--- config.mk ---
export PLATFORM = sky130hd
export DESIGN_NAME = ds15_truncator
export DESIGN_NICKNAME = d
export VERILOG_FILES = /design/src/rtl/ds15_pkg.sv /design/src/rtl/ds15_err_shaper.sv /design/src/rtl/ds15_quantizer.sv /design/src/rtl/ds15_therm_out.sv /design/src/rtl/ds15_truncator.sv
export SDC_FILE = /design/constraint.sdc
export NUM_CORES = 1
export LEC_CHECK = 0
export BUFFER_PORTS_ARGS = -buffer_cell sky130_fd_sc_hd__buf_4
export CAP_MARGIN = 25
export CORE_ASPECT_RATIO = 0.5
export CORE_MARGIN = 1.5
export CORE_UTILIZATION = 30
export CTS_BUF_LIST = sky130_fd_sc_hd__clkbuf_2 sky130_fd_sc_hd__clkbuf_4 sky130_fd_sc_hd__clkbuf_8
export DETAILED_ROUTE_END_ITERATION = 10
export GPL_TIMING_DRIVEN = 0
export SKIP_LAST_GASP = 1
export SLEW_MARGIN = 15
export SYNTH_ARGS = -nofsm -noshare
export SYNTH_HDL_FRONTEND = slang
export SYNTH_SLANG_ARGS = --single-unit
--- constraint.sdc ---
create_clock -name clk -period 28.7 [get_ports clk]
set_clock_uncertainty 0.2 [all_clocks]
set_input_delay 2.87 -clock clk [delete_from_list [all_inputs] [get_ports clk]]
set_output_delay 2.87 -clock clk [all_outputs]
set_load 0.05 [all_outputs]
--- src/rtl/ds15_pkg.sv ---
package ds15_pkg;

    localparam int DEF_IN_W   = 14;
    localparam int DEF_LEVELS = 15;

    typedef enum logic [1:0] {
        CLAMP_NONE = 2'd0,
        CLAMP_LOW  = 2'd1,
        CLAMP_HIGH = 2'd2
    } clamp_e;

    // Saturate a signed value into [lo, hi]
    function automatic logic signed [31:0] sat32(
        input logic signed [31:0] v,
        input logic signed [31:0] lo,
        input logic signed [31:0] hi
    );
        if (v < lo)      return lo;
        else if (v > hi) return hi;
        else             return v;
    endfunction

endpackage

--- src/rtl/ds15_err_shaper.sv ---
module ds15_err_shaper #(
    parameter int IN_W = 14,
    parameter int STEP = 14,
    parameter int EW   = 17,
    parameter int SW   = 20
) (
    input  logic                 clk,
    input  logic                 rst,
    input  logic                 enable,
    input  logic [IN_W-1:0]      acc_word,
    input  logic signed [EW-1:0] err_new,
    output logic signed [SW-1:0] shaped
);
    logic signed [EW-1:0] err_d1;
    logic signed [EW-1:0] err_d2;

    always_ff @(posedge clk) begin
        if (rst || !enable) begin
            err_d1 <= '0;
            err_d2 <= '0;
        end else begin
            err_d2 <= err_d1;
            err_d1 <= err_new;
        end
    end

    logic signed [SW-1:0] scaled_in;
    logic signed [SW-1:0] e1_ext;
    logic signed [SW-1:0] e2_ext;

    always_comb begin
        scaled_in = SW'($signed({1'b0, acc_word}) * STEP);
        e1_ext    = SW'(err_d1);
        e2_ext    = SW'(err_d2);
        shaped    = scaled_in + (e1_ext <<< 1) - e2_ext;
    end

endmodule

--- src/rtl/ds15_quantizer.sv ---
module ds15_quantizer
    import ds15_pkg::*;
#(
    parameter int IN_W   = 14,
    parameter int LEVELS = 15,
    parameter int LVL_W  = 4,
    parameter int EW     = 17,
    parameter int SW     = 20
) (
    input  logic signed [SW-1:0] shaped,
    output logic [LVL_W-1:0]     level,
    output logic signed [EW-1:0] err,
    output clamp_e               clamp_kind
);
    localparam int ERR_LIM = 1 << (IN_W + 1);
    localparam int TOP_LVL = LEVELS - 1;

    logic signed [SW-1:0] whole;
    logic signed [31:0]   resid;
    logic [LVL_W-1:0]     lvl_c;

    always_comb begin
        whole = shaped >>> IN_W;
        if (whole < 0) begin
            lvl_c      = '0;
            clamp_kind = CLAMP_LOW;
        end else if (whole > SW'(TOP_LVL)) begin
            lvl_c      = LVL_W'(TOP_LVL);
            clamp_kind = CLAMP_HIGH;
        end else begin
            lvl_c      = LVL_W'(whole);
            clamp_kind = CLAMP_NONE;
        end
        resid = 32'(shaped) - (32'(lvl_c) <<< IN_W);
        err   = EW'(sat32(resid, -ERR_LIM, ERR_LIM - 1));
        level = lvl_c;
    end

endmodule

--- src/rtl/ds15_therm_out.sv ---
module ds15_therm_out #(
    parameter int LEVELS = 15,
    parameter int LVL_W  = 4
) (
    input  logic              clk,
    input  logic              rst,
    input  logic              enable,
    input  logic [LVL_W-1:0]  level_d,
    output logic [LVL_W-1:0]  level_q,
    output logic [LEVELS-1:0] therm_q
);
    logic [LEVELS-1:0] therm_d;

    genvar gi;
    generate
        for (gi = 0; gi < LEVELS; gi++) begin : g_unit
            assign therm_d[gi] = (level_d > LVL_W'(gi));
        end
    endgenerate

    always_ff @(posedge clk) begin
        if (rst || !enable) begin
            level_q <= '0;
            therm_q <= '0;
        end else begin
            level_q <= level_d;
            therm_q <= therm_d;
        end
    end

endmodule

--- src/rtl/ds15_truncator.sv ---
module ds15_truncator
    import ds15_pkg::*;
#(
    parameter int IN_W   = DEF_IN_W,
    parameter int LEVELS = DEF_LEVELS
) (
    input  logic              clk,
    input  logic              rst,
    input  logic              enable,
    input  logic [IN_W-1:0]   acc_word,
    output logic [$clog2(LEVELS)-1:0] level_out,
    output logic [LEVELS-1:0] therm_out
);
    localparam int LVL_W = $clog2(LEVELS);
    localparam int STEP  = LEVELS - 1;
    localparam int EW    = IN_W + 3;
    localparam int SW    = IN_W + 6;

    logic signed [SW-1:0] shaped;
    logic signed [EW-1:0] err_new;
    logic [LVL_W-1:0]     level_d;
    clamp_e               clamp_kind;

    ds15_err_shaper #(.IN_W(IN_W), .STEP(STEP), .EW(EW), .SW(SW)) u_shaper (
        .clk      (clk),
        .rst      (rst),
        .enable   (enable),
        .acc_word (acc_word),
        .err_new  (err_new),
        .shaped   (shaped)
    );

    ds15_quantizer #(.IN_W(IN_W), .LEVELS(LEVELS), .LVL_W(LVL_W), .EW(EW), .SW(SW)) u_quant (
        .shaped     (shaped),
        .level      (level_d),
        .err        (err_new),
        .clamp_kind (clamp_kind)
    );

    ds15_therm_out #(.LEVELS(LEVELS), .LVL_W(LVL_W)) u_therm (
        .clk     (clk),
        .rst     (rst),
        .enable  (enable),
        .level_d (level_d),
        .level_q (level_out),
        .therm_q (therm_out)
    );

    assert_level_range_R4: assert property (@(posedge clk) disable iff (rst)
        level_out <= LVL_W'(LEVELS - 1));

    assert_therm_count_R5: assert property (@(posedge clk) disable iff (rst)
        $countones(therm_out) == int'(level_out));

    assert_therm_contig_R5: assert property (@(posedge clk) disable iff (rst)
        ((({1'b0, therm_out}) + 1'b1) & {1'b0, therm_out}) == '0);

    assert_idle_zero_R2: assert property (@(posedge clk) disable iff (rst)
        !enable |=> (level_out == '0 && therm_out == '0));

    assert_resid_span_R3: assert property (@(posedge clk) disable iff (rst)
        (enable && clamp_kind == CLAMP_NONE) |->
            (err_new >= 0 && err_new < EW'(1 << IN_W)));

endmodule

Yosys cells after proc, flatten, opt, wreduce, memory -nomap -nowiden:

Cells that the tools add are included.

* register bits: 53
* input port bits: 17
* word-level logic and storage cells: 35

* $lt $le $gt $ge: 19
* multipliers: 1
* multiplexer cells: 4
* $add $sub $neg: 3
* reductions and logical operators: 3

Operators by type and width (count)
* 17-bit two-way mux: 2
* 4-bit greater-than comparator (second input constant): 7
* 21-bit by 16-bit greater-than comparator with 1-bit output (second input constant): 1
* 21-bit by 16-bit less-than comparator with 1-bit output (second input constant): 1
* 20-bit by 19-bit subtractor with 21-bit output: 1
* 19-bit by 18-bit adder with 20-bit output: 1
* 20-bit by 17-bit subtractor with 20-bit output: 1
* 14-bit by 3-bit multiplier with 17-bit output (second input constant): 1
* 4-bit by 3-bit greater-than comparator with 1-bit output (second input constant): 4
* 4-bit by 1-bit greater-than comparator with 1-bit output (second input constant): 2
* 4-bit by 2-bit greater-than comparator with 1-bit output (second input constant): 2
* 4-bit two-way mux: 2
* 6-bit by 5-bit greater-than comparator with 1-bit output (second input constant): 1
* 6-bit by 1-bit less-than comparator with 1-bit output (second input constant): 1
* 2-bit OR reduction: 1
* 1-bit zero test: 1
* 1-bit logical OR: 1

Logic depth before layout (Yosys ltp):

Gate-level depths: netlist of the first run.

* depth after elaboration: 10
* mapped depth: 33
* depth with buffers taken out: 31

Modules after synthesis:

Synthesis of the first run repeated with hierarchy kept, for this count alone.

* cells, all modules: 503
* area total of the unflattened synthesis: 4434.3 µm²

By module, submodules not included
* ds15_err_shaper: cells an instance 368, instances 1, area an instance 3348.2 µm²
* ds15_therm_out: cells an instance 55, instances 1, area an instance 560.5 µm²
* ds15_quantizer: cells an instance 80, instances 1, area an instance 525.5 µm²

Worst setup path after synthesis of the first run:

No wires, ideal clock.

* kind: input to register
* start point: input acc_word[0]
* end point: register u_shaper.err_d1[0]
* buffers on the path: 2
* data arrival time: 10.882 ns
* data required time: 28.430 ns
* path slack: 17.548 ns
* stages: 33
* path through: fa_1 ha_1 inv_1 fa_1 nor2b_1 o21ai_0 a21boi_0 o21ai_0 a21boi_0 o21ai_0 a21boi_0 o21ai_0 nor2b_1 xnor2_1 fa_1 ha_1 clkbuf_1 a21o_1 a31o_2 a221o_1 a41o_1 xnor2_1 nor2_1 a2111oi_2 ha_1 or4_1 or4_1 or4b_1 or4_1 o21a_1 a41o_1 buf_6 a21oi_1

* cells in the longest elaborated chain, start to end: 9
* elaborated cells on any way between the ends: 12
* those cells by class: 3 x add/sub; 1 x mul; 4 x order compare; 3 x mux; 1 x reduce/logical

Ends and longest elaborated chain
* from (decl): RTL line ds15_truncator.sv:10 `input logic [IN_W-1:0] acc_word,`
* 14-bit by 3-bit multiplier with 17-bit output *: RTL line ds15_err_shaper.sv:32 `scaled_in = SW'($signed({1'b0, acc_word}) * STEP);`
* 19-bit by 18-bit adder with 20-bit output *: RTL line ds15_err_shaper.sv:35 `shaped = scaled_in + (e1_ext <<< 1) - e2_ext;`
* 20-bit by 17-bit subtractor with 20-bit output *: RTL line ds15_err_shaper.sv:35
* 6-bit by 5-bit greater-than comparator with 1-bit output: RTL line ds15_quantizer.sv:27 `end else if (whole > SW'(TOP_LVL)) begin`
* 4-bit two-way mux: RTL line ds15_quantizer.sv:27
* 4-bit two-way mux *: RTL line ds15_quantizer.sv:24 `if (whole < 0) begin`
* via level_d[0]: RTL line ds15_truncator.sv:21 `logic [LVL_W-1:0] level_d;`
* 20-bit by 19-bit subtractor with 21-bit output *: RTL line ds15_quantizer.sv:34 `resid = 32'(shaped) - (32'(lvl_c) <<< IN_W);`
* 21-bit by 16-bit greater-than comparator with 1-bit output or 21-bit by 16-bit less-than comparator with 1-bit output (tied branches): RTL line ds15_pkg.sv:19, ds15_pkg.sv:18
* 17-bit two-way mux or 2-bit OR reduction (tied branches)
* to (signal assigned): RTL line ds15_err_shaper.sv:23 `err_d1 <= err_new;`
* to (decl): RTL line ds15_err_shaper.sv:14 `logic signed [EW-1:0] err_d1;`

The timed path passes the listed nets; every way through them passes the cells marked *.
A chain may end at the register's enable or synchronous reset.

Worst setup path in the final report of the first run:

* start point: input acc_word[0]
* end point: register u_shaper.err_d1[14]

Same word-level chain as after synthesis.

==> flow_metrics.env, run 1 <==
export IMPL_hold_depth=1
export IMPL_tritoncts_num_buffers=5
export IMPL_row_count=30
export IMPL_synthArstFlopShare_pct=0
export IMPL_fin_crit_sh_pct=43.5
export IMPL_start_util_pct=30.7
export IMPL_ys_ff_latch=52
export IMPL_ys_types=54
export IMPL_ctsLongestPathBuffers=2
export IMPL_synthCells=479
export IMPL_avgSynthCellArea_um2=8.72
export IMPL_synth_edf_count=0
export IMPL_synth_top_family_by_area="adder cells"
export IMPL_antennaDiodeCount=0
export IMPL_clk_pin_slew_worst_paths_ns=0.11
export IMPL_drive_gt1_share_pct=10.2
export IMPL_nNetsFinal=609
export IMPL_htreeDepth=2
export IMPL_root_buffer="clkbuf_8"
export IMPL_max_freq_mhz=80.1
export IMPL_drtIter0Drc=330
export IMPL_setup_ws_ns=16.21
export IMPL_via_count=3395
export IMPL_maxSlewViolCount=0
export IMPL_synth_fa_ha_area_share_pct=27.2
export IMPL_criticalPathCategory="primary input to register"
export IMPL_synth_compound_area_share_pct=20.8
export IMPL_worst_slew_pin_transition_ns=0.801
export IMPL_antenna_found_initial=0
export IMPL_synth_ff_type="dfxtp_1"
export IMPL_io_pins=36
export IMPL_fill_cells=1411
export IMPL_synth_simple_area_share_pct=14.8
export IMPL_finalCriticalPeriod_ns=12.49
export IMPL_post_route_drc_count=0
export IMPL_yosysSeqAreaShare_pct=24.9
export IMPL_rsz0062_at_grt="false"
export IMPL_place_ws_ns=16.03
export IMPL_firstDrtPassIters=5
export IMPL_yosysWarnings=0
export IMPL_post_dp_hpwl_um=7340
export IMPL_finalSetupViolCount=0
export IMPL_layout_common_cells="dfxtp_1 (52), inv_1 (48), a21oi_1 (41)"
export IMPL_die_area_um2=14700
export IMPL_grt_pass1_wl_um=15900
export IMPL_cts_post_setup_buffers_inserted=0
export IMPL_hold_viol=0
export IMPL_slew_headroom_pct=46.3
export IMPL_rr_worst_depth=20
export IMPL_core_area_um2=13600
export IMPL_routabilityCongestion=0.873
export IMPL_synth_area_um2=4180
export IMPL_io_buffers=35
export IMPL_slowest_stage="a2111oi_2"
export IMPL_critPathMaxStageDelay_ns=0.68
export IMPL_critPathLaunchType="primary input"
export IMPL_syn_to_final_growth_pct=14.3
export IMPL_setup_tns_ns=0
export IMPL_die_w_um=170
export IMPL_viasPerCell=4.75
export IMPL_synth_nets=567
export IMPL_synth_xor_area_share_pct=5.66
export IMPL_final_antenna_net_count=0
export IMPL_clk_latency_ns=0.32
export IMPL_synth_mux_area_share_pct=0
export IMPL_cts_repair_resized=0
export IMPL_crit_path_frequent_cell="o21ai_0"
export IMPL_clock_sinks=52
export IMPL_crit_fanout=10
export IMPL_grt_pass1_vias=3281
export IMPL_grtUsageTotal_pct=13.4
export IMPL_routed_wl_um=9070
export IMPL_run_status="complete, no violations"
export IMPL_cp_required_ns=28.73
export IMPL_die_height_um=86.4
export IMPL_final_common_cell="dfxtp_1"
export IMPL_cap_violations=0
export IMPL_grt_overflow_total=0
export IMPL_tritoncts="done"
export IMPL_crit_arrival_ns=12.52
export IMPL_wl_per_cell_um=12.7
export IMPL_end_kind="register"
export IMPL_grt_max_degree=19
export IMPL_hold_buffers=0
export IMPL_min_path_type="register to register"
per-layer routing:
metal  up-vias  GRT usage [%]  share of wire, %
li1       1721              -                 -
met3         8           2.37               4.3
met2        71           21.0                41
met1      1595           19.5                53
met4         0           2.25              0.75
met5         -              0                 0
cells in the mapped netlist, types with 7 or more instances:
library cell	number	share of area, %
a21o_1	9	1.6
a21oi_1	41	4.9
and2_1	17	2.5
clkbuf_1	16	1.4
dfxtp_1	52	25
fa_1	33	16
ha_1	38	11
inv_1	48	4.3
nand2_1	32	2.9
nand2b_1	8	1.2
nor2_1	39	3.5
o21ai_0	31	3.7
xnor2_1	20	4.2
xor2_1	7	1.5
worst paths after layout:
check                                               startpoint                             end  slack, ns
worst max-delay path                               acc_word[0]  u_shaper.err_d1[14]$_SDFF_PP0_      16.21
worst min-delay path             u_shaper.err_d1[6]$_SDFF_PP0_   u_shaper.err_d2[6]$_SDFF_PP0_       0.29
worst max register to register  u_shaper.err_d2[14]$_SDFF_PP0_  u_shaper.err_d1[14]$_SDFF_PP0_      21.33
worst min register to register   u_shaper.err_d1[6]$_SDFF_PP0_   u_shaper.err_d2[6]$_SDFF_PP0_       0.29
area by class of cell:
class                           instances  area (µm²)  area share, %
Buffer                                 21        93.8           1.96
Inverter                               48         180           3.77
Multi-Input combinational cell        358        2860           59.9
Tap cell                              192         240           5.03
Clock inverter                          3        27.5          0.576
Timing Repair Buffer                   35         263           5.50
Sequential cell                        52        1040           21.8
Clock buffer                            5        68.8           1.44
critical path: cells and delay by family:
kind / cells / cell delay [ns]
AOI/OAI and AO/OA: 15 / 3.86
and+or+nand+nor: 7 / 2.45
adders and majority gates: 6 / 2.14
xor gates and xnor gates: 2 / 0.63
buffers and inverters: 4 / 0.56
flip-flops by register name (all words and copies together), names as in the netlist:
signal	cells
u_therm.therm_q	15
u_shaper.err_d1	17
u_shaper.err_d2	17
u_therm.level_q	3
cell families after synthesis:
| kind of cell | Yosys count |
|---|---|
| DFF | 52 |
| AOI/OAI and AO/OA | 133 |
| adders and majority gates | 71 |
| xor gates and xnor gates | 27 |
| other | 1 |
| and+or+nand+nor | 126 |
| buffers and inverters | 69 |
through the flow:
step	util [%]	instance area (µm²)	std cells	hold slack, ns
detailed placement	34.4	4680	706	0.275
global placement	34.4	4680	706	0.260
finish	35.2	4780	714	0.286
floorplan	-	4180	479	0.234
global route	35.2	4780	714	0.309
CTS	35.2	4780	714	0.289
Power of run 1 is left out: the tool's default activity adds up to more than one toggle a clock period on the data nets, which glitch-free logic cannot reach.
==> run 2, diff against run 1 <==
--- a/config.mk
+++ b/config.mk
@@ -5,6 +5,7 @@
 export SDC_FILE = /design/constraint.sdc
 export NUM_CORES = 1
 export LEC_CHECK = 0
+export ABC_AREA = 1
 export BUFFER_PORTS_ARGS = -buffer_cell sky130_fd_sc_hd__buf_4
 export CAP_MARGIN = 25
 export CORE_ASPECT_RATIO = 0.5
==> constraint.sdc (replaced) <==
create_clock -name clk -period 12.9 [get_ports clk]
set_clock_uncertainty 0.2 [all_clocks]
set_input_delay 1.29 -clock clk [delete_from_list [all_inputs] [get_ports clk]]
set_output_delay 1.29 -clock clk [all_outputs]
set_load 0.05 [all_outputs]
==> run 2 against run 1 <==
- cell area up 5.5%
- synthesized area up 6.2%
- non-clock buffer count down 14
- cell count up 17%
- critical path depth up 11
- via count up 6.7%
- synthesized cell count up 24%
- count of clock-buffer cells in the layout unchanged
- first-iteration DRC count down 52%
- largest cell class unchanged
- hold slack worse by 0.035 ns
- routed wire length about the same
- core utilization down 0.32 points
==> flow_metrics.env, run 2 <==
export IMPL_grt_pass1_vias=3343
export IMPL_cap_violations=0
export IMPL_synth_most_common_cell="inv_1"
export IMPL_min_path_type="register to register"
export IMPL_yosysTopAreaCellShare_pct=23.5
export IMPL_core_area_um2=14500
export IMPL_clock_sinks=52
export IMPL_end_kind="register"
export IMPL_synth_edf_count=0
export IMPL_hold_viol=0
export IMPL_maxSlewViolCount=0
export IMPL_synthTopCellsByArea="dfxtp_1 (23%), fa_1 (15%), ha_1 (11%)"
export IMPL_fin_crit_sh_pct=65.4
export IMPL_hold_buffers=0
export IMPL_yosys_area_top_type="dfxtp_1"
export IMPL_synth_area_um2=4440
export IMPL_crit_fanout=10
export IMPL_crit_path_frequent_cell="nand2_1"
export IMPL_finalSetupViolCount=0
export IMPL_nNetsFinal=722
export IMPL_worst_hold_slack_ns=0.250
export IMPL_crit_arrival_ns=8.45
export IMPL_post_dp_hpwl_um=7640
export IMPL_grtUsageTotal_pct=12.5
export IMPL_io_buffers=35
export IMPL_finalCriticalPeriod_ns=8.43
export IMPL_htreeDepth=2
export IMPL_synthCells=592
export IMPL_top_regs="u_shaper.err_d1 x17, u_shaper.err_d2 x17, u_therm.therm_q x15"
export IMPL_synthTopCellsByCount="inv_1 (118), nand2_1 (117), dfxtp_1 (52)"
export IMPL_wl_per_cell_um=10.9
export IMPL_ys_ff_latch=52
export IMPL_setup_ws_ns=4.47
export IMPL_clk_latency_ns=0.33
export IMPL_critPathLaunchType="primary input"
export IMPL_run_status="complete, no violations"
export IMPL_syn_to_final_growth_pct=13.6
export IMPL_root_buffer="clkbuf_8"
export IMPL_slew_headroom_pct=63.0
export IMPL_avgSynthCellArea_um2=7.49
export IMPL_ys_types=38
export IMPL_yosysSeqAreaShare_pct=23.5
export IMPL_firstDrtPassIters=4
export IMPL_io_pins=36
export IMPL_via_count=3621
export IMPL_rsz0062_at_grt="false"
export IMPL_criticalPathCategory="primary input to register"
export IMPL_start_util_pct=30.7
export IMPL_worst_slew_pin_transition_ns=0.555
export IMPL_viasPerCell=4.35
export IMPL_drive_gt1_share_pct=15.6
export IMPL_die_height_um=89.0
export IMPL_tritoncts="done"
export IMPL_tritoncts_num_buffers=5
export IMPL_synth_ff_type="dfxtp_1"
export IMPL_placed_cell_area_um2=4950
export IMPL_grt_overflow_total=0
export IMPL_cts_repair_resized=0
export IMPL_slowest_stage="fa_1"
export IMPL_row_count=31
export IMPL_final_common_cell="inv_1"
export IMPL_clk_pin_slew_worst_paths_ns=0.09
export IMPL_routabilityCongestion=0.878
export IMPL_max_freq_mhz=119
export IMPL_fin_area_um2=5040
export IMPL_routed_wl_um=9070
export IMPL_layout_common_cells="inv_1 (118), nand2_1 (117), dfxtp_1 (52)"
export IMPL_post_route_drc_count=0
export IMPL_setup_tns_ns=0
export IMPL_yosysWarnings=0
export IMPL_antennaDiodeCount=0
export IMPL_grt_pass1_wl_um=15600
export IMPL_cts_post_setup_buffers_inserted=0
export IMPL_die_area_um2=15600
export IMPL_critPathMaxStageDelay_ns=0.54
export IMPL_drtIter0Drc=160
export IMPL_synthArstFlopShare_pct=0
export IMPL_die_w_um=175
export IMPL_cp_required_ns=12.92
export IMPL_synth_nets=680
export IMPL_final_antenna_net_count=0
export IMPL_antenna_found_initial=0
export IMPL_ctsLongestPathBuffers=2
export IMPL_place_ws_ns=4.19
export IMPL_grt_max_degree=19
[run 2: kinds of logic (layout without fill, tap and decap cells)]
family,Yosys count,count (layout),synth area share [%]
adder cells (fa/ha/maj),71,71,25.6
flip-flops,52,52,23.5
XOR/XNOR,24,24,4.74
AO/OA/AOI/OAI,71,71,9.31
buffers and inverters,131,174,11.6
other,1,1,0.0845
AND/OR/NAND/NOR,242,242,25.2
[run 2: critical path, delay by kind of cell]
family / cells / cell delay (ns)
AO/OA/AOI/OAI: 10 / 1.77
buffers and inverters: 7 / 0.69
AND/OR/NAND/NOR: 21 / 2.20
adder cells (fa/ha/maj): 7 / 2.49
[run 2: layout make-up]
cell class | instances | area [µm²]
fill | 1499 | 9430
multi-input combinational | 409 | 2880
clock buffer | 5 | 68.8
inverter | 124 | 468
tap | 198 | 248
clock inverter | 3 | 25.0
timing repair buffer | 35 | 263
buffer | 7 | 46.3
sequential | 52 | 1040
[run 2: worst paths after layout]
check                                                   start                            end  slack, ns  cells past startpoint
worst min register to register  u_shaper.err_d1[9]$_SDFF_PP0_  u_shaper.err_d2[9]$_SDFF_PP0_       0.25                      2
worst max-delay path                              acc_word[0]  u_shaper.err_d1[7]$_SDFF_PP0_       4.47                     45
worst min-delay path            u_shaper.err_d1[9]$_SDFF_PP0_  u_shaper.err_d2[9]$_SDFF_PP0_       0.25                      2
worst max register to register  u_shaper.err_d1[0]$_SDFF_PP0_  u_shaper.err_d1[7]$_SDFF_PP0_       7.77                     36
[run 2: layer usage]
layer / part of all wire (%) / vias up / GRT usage [%] / wire [µm]
met4: 1.1 / 0 / 3.03 / 99
li1: - / 1888 / - / -
met2: 44 / 48 / 20.2 / 3960
met1: 51 / 1675 / 17.3 / 4630
met3: 4.2 / 10 / 2.25 / 383
met5: 0 / - / 0 / 0
[run 2: through the flow]
step | std cells | util (%)
after floorplan | 592 | -
after global placement | 825 | 34.2
after detailed placement | 825 | 34.2
after CTS | 833 | 34.8
after global routing | 833 | 34.8
final | 833 | 34.8
Power of run 2 is left out for the same reason.
==> run 3, diff against run 2 <==
==> constraint.sdc (replaced) <==
create_clock -name clk -period 8.02 [get_ports clk]
set_clock_uncertainty 0.2 [all_clocks]
set_input_delay 0.802 -clock clk [delete_from_list [all_inputs] [get_ports clk]]
set_output_delay 0.802 -clock clk [all_outputs]
set_load 0.05 [all_outputs]
==> run 3 against run 2 <==
- sequential cell count stayed put
- via count is 0.44% higher
- non-clock buffer count up 2
- critical path depth shrank 1
- cell count rose by 0.24%
- register-to-register slack got worse by 4.8 ns
- die area unchanged
- largest cell class unchanged
- highest routed layer unchanged
==> flow_metrics.env, run 3 (synthesis results as in run 2) <==
export IMPL_ctsLongestPathBuffers=2
export IMPL_io_buffers=35
export IMPL_critPathLaunchType="primary input"
export IMPL_nNetsFinal=724
export IMPL_final_common_cell="inv_1"
export IMPL_criticalPathCategory="primary input to register"
export IMPL_wl_per_cell_um=11.0
export IMPL_hold_depth=2
export IMPL_clk_latency_ns=0.33
export IMPL_r2r_start="u_shaper.err_d1[0]$_SDFF_PP0_"
export IMPL_grtUsageMet3_pct=2.25
export IMPL_met1_usage_pct=17.3
export IMPL_top_usage_layer="met2"
export IMPL_fill_cells=1501
export IMPL_crit_path_frequent_cell="a21oi_1"
export IMPL_crit_arrival_ns=7.54
export IMPL_routed_wl_um=9150
export IMPL_crit_fanout=6
export IMPL_min_delay_start="u_shaper.err_d1[9]$_SDFF_PP0_"
export IMPL_viasPerCell=4.36
export IMPL_htreeDepth=2
export IMPL_slew_headroom_pct=62.5
export IMPL_die_height_um=89.0
export IMPL_tritoncts="done"
export IMPL_top_regs="u_shaper.err_d1 x17, u_shaper.err_d2 x17, u_therm.therm_q x15"
export IMPL_grt_pass1_vias=3343
export IMPL_core_area_um2=14500
export IMPL_antenna_found_initial=0
export IMPL_die_area_um2=15600
export IMPL_start_util_pct=30.7
export IMPL_hold_viol=0
export IMPL_syn_to_final_growth_pct=14.9
export IMPL_grt_max_degree=19
export IMPL_via_count=3637
export IMPL_finalSetupViolCount=0
export IMPL_grt_overflow_total=0
export IMPL_finalCriticalPeriod_ns=7.52
export IMPL_maxSlewViolCount=0
export IMPL_slowest_stage="fa_1"
export IMPL_post_route_drc_count=0
export IMPL_grt_met2_usage_pct=20.2
export IMPL_antennaDiodeCount=0
export IMPL_root_buffer="clkbuf_8"
export IMPL_run_status="complete, no violations"
export IMPL_critPathMaxStageDelay_ns=0.54
export IMPL_drive_gt1_share_pct=16.8
export IMPL_startpoint="acc_word[0]"
export IMPL_clock_sinks=52
export IMPL_fin_crit_sh_pct=93.8
export IMPL_min_path_type="register to register"
export IMPL_routabilityCongestion=0.878
export IMPL_rr_worst_depth=36
export IMPL_drtIter0Drc=156
export IMPL_utilization_pct=35.2
export IMPL_clk_pin_slew_worst_paths_ns=0.10
export IMPL_grtUsageTotal_pct=12.5
export IMPL_row_count=31
export IMPL_post_dp_hpwl_um=7640
export IMPL_firstDrtPassIters=4
export IMPL_rsz0062_at_grt="false"
export IMPL_layout_common_cells="inv_1 (118), nand2_1 (116), dfxtp_1 (52)"
export IMPL_end_kind="register"
export IMPL_final_antenna_net_count=0
export IMPL_die_w_um=175
export IMPL_tritoncts_num_buffers=5
export IMPL_worst_slew_pin_transition_ns=0.563
export IMPL_io_pins=36
export IMPL_grt_pass1_wl_um=15600
export IMPL_cp_required_ns=8.04
export IMPL_max_freq_mhz=133
export IMPL_cap_violations=0
run 3: changes by cell type in the layout (fill, tap and decap cells not counted), sizes merged:
cell,change
buf,+2
run 3: repair_timing:
item / CTS / global route
resized for setup: 0 / 8
setup buffers: 0 / 2
hold endpoints to repair: 0 / 0
hold buffers: 0 / 0
endpoints found under the setup margin: 0 / 17
run 3: layer usage:
metal  routed length, µm  share of wire (%)
met5                   0                  0
met4                 102                1.1
met3                 410                4.5
met2                4030                 44
met1                4610                 50
run 3: path summary, 6_finish.rpt:
path | end | slack (ns)
worst max register to register | u_shaper.err_d1[4]$_SDFF_PP0_ | 3.01
worst max-delay path | u_shaper.err_d1[4]$_SDFF_PP0_ | 0.50
worst min-delay path | u_shaper.err_d2[9]$_SDFF_PP0_ | 0.25
worst min register to register | u_shaper.err_d2[9]$_SDFF_PP0_ | 0.25
run 3: metrics by stage:
stage               hold WS (ns)  setup slack, ns  setup TNS (ns)  area (µm²)  std cells
floorplan                  0.230            0.818               0        4440        592
global placement           0.236           -0.128           -1.18        4950        825
detailed placement         0.240           -0.205           -2.05        4950        825
CTS                        0.255            0.103               0        5040        833
global route               0.272           0.0121               0        5090        835
finish                     0.250            0.500               0        5090        835
run 3: area by class of cell:
class	count	area [µm²]	share of cell area, %
Multi-Input combinational cell	409	2920	57.3
Clock buffer	5	68.8	1.35
Tap cell	198	248	4.86
Sequential cell	52	1040	20.4
Timing Repair Buffer	37	278	5.45
Inverter	124	468	9.18
Clock inverter	3	25.0	0.491
Buffer	7	46.3	0.909
run 3: worst max-delay path: cells and delay by family:
| kind | cells | cell delay, ns |
|---|---|---|
| fa+ha+maj | 7 | 2.40 |
| compound gates | 12 | 1.89 |
| simple gates | 16 | 1.49 |
| buf+inv | 8 | 0.84 |
| xor+xnor | 1 | 0.13 |
Power of run 3 is left out for the same reason.
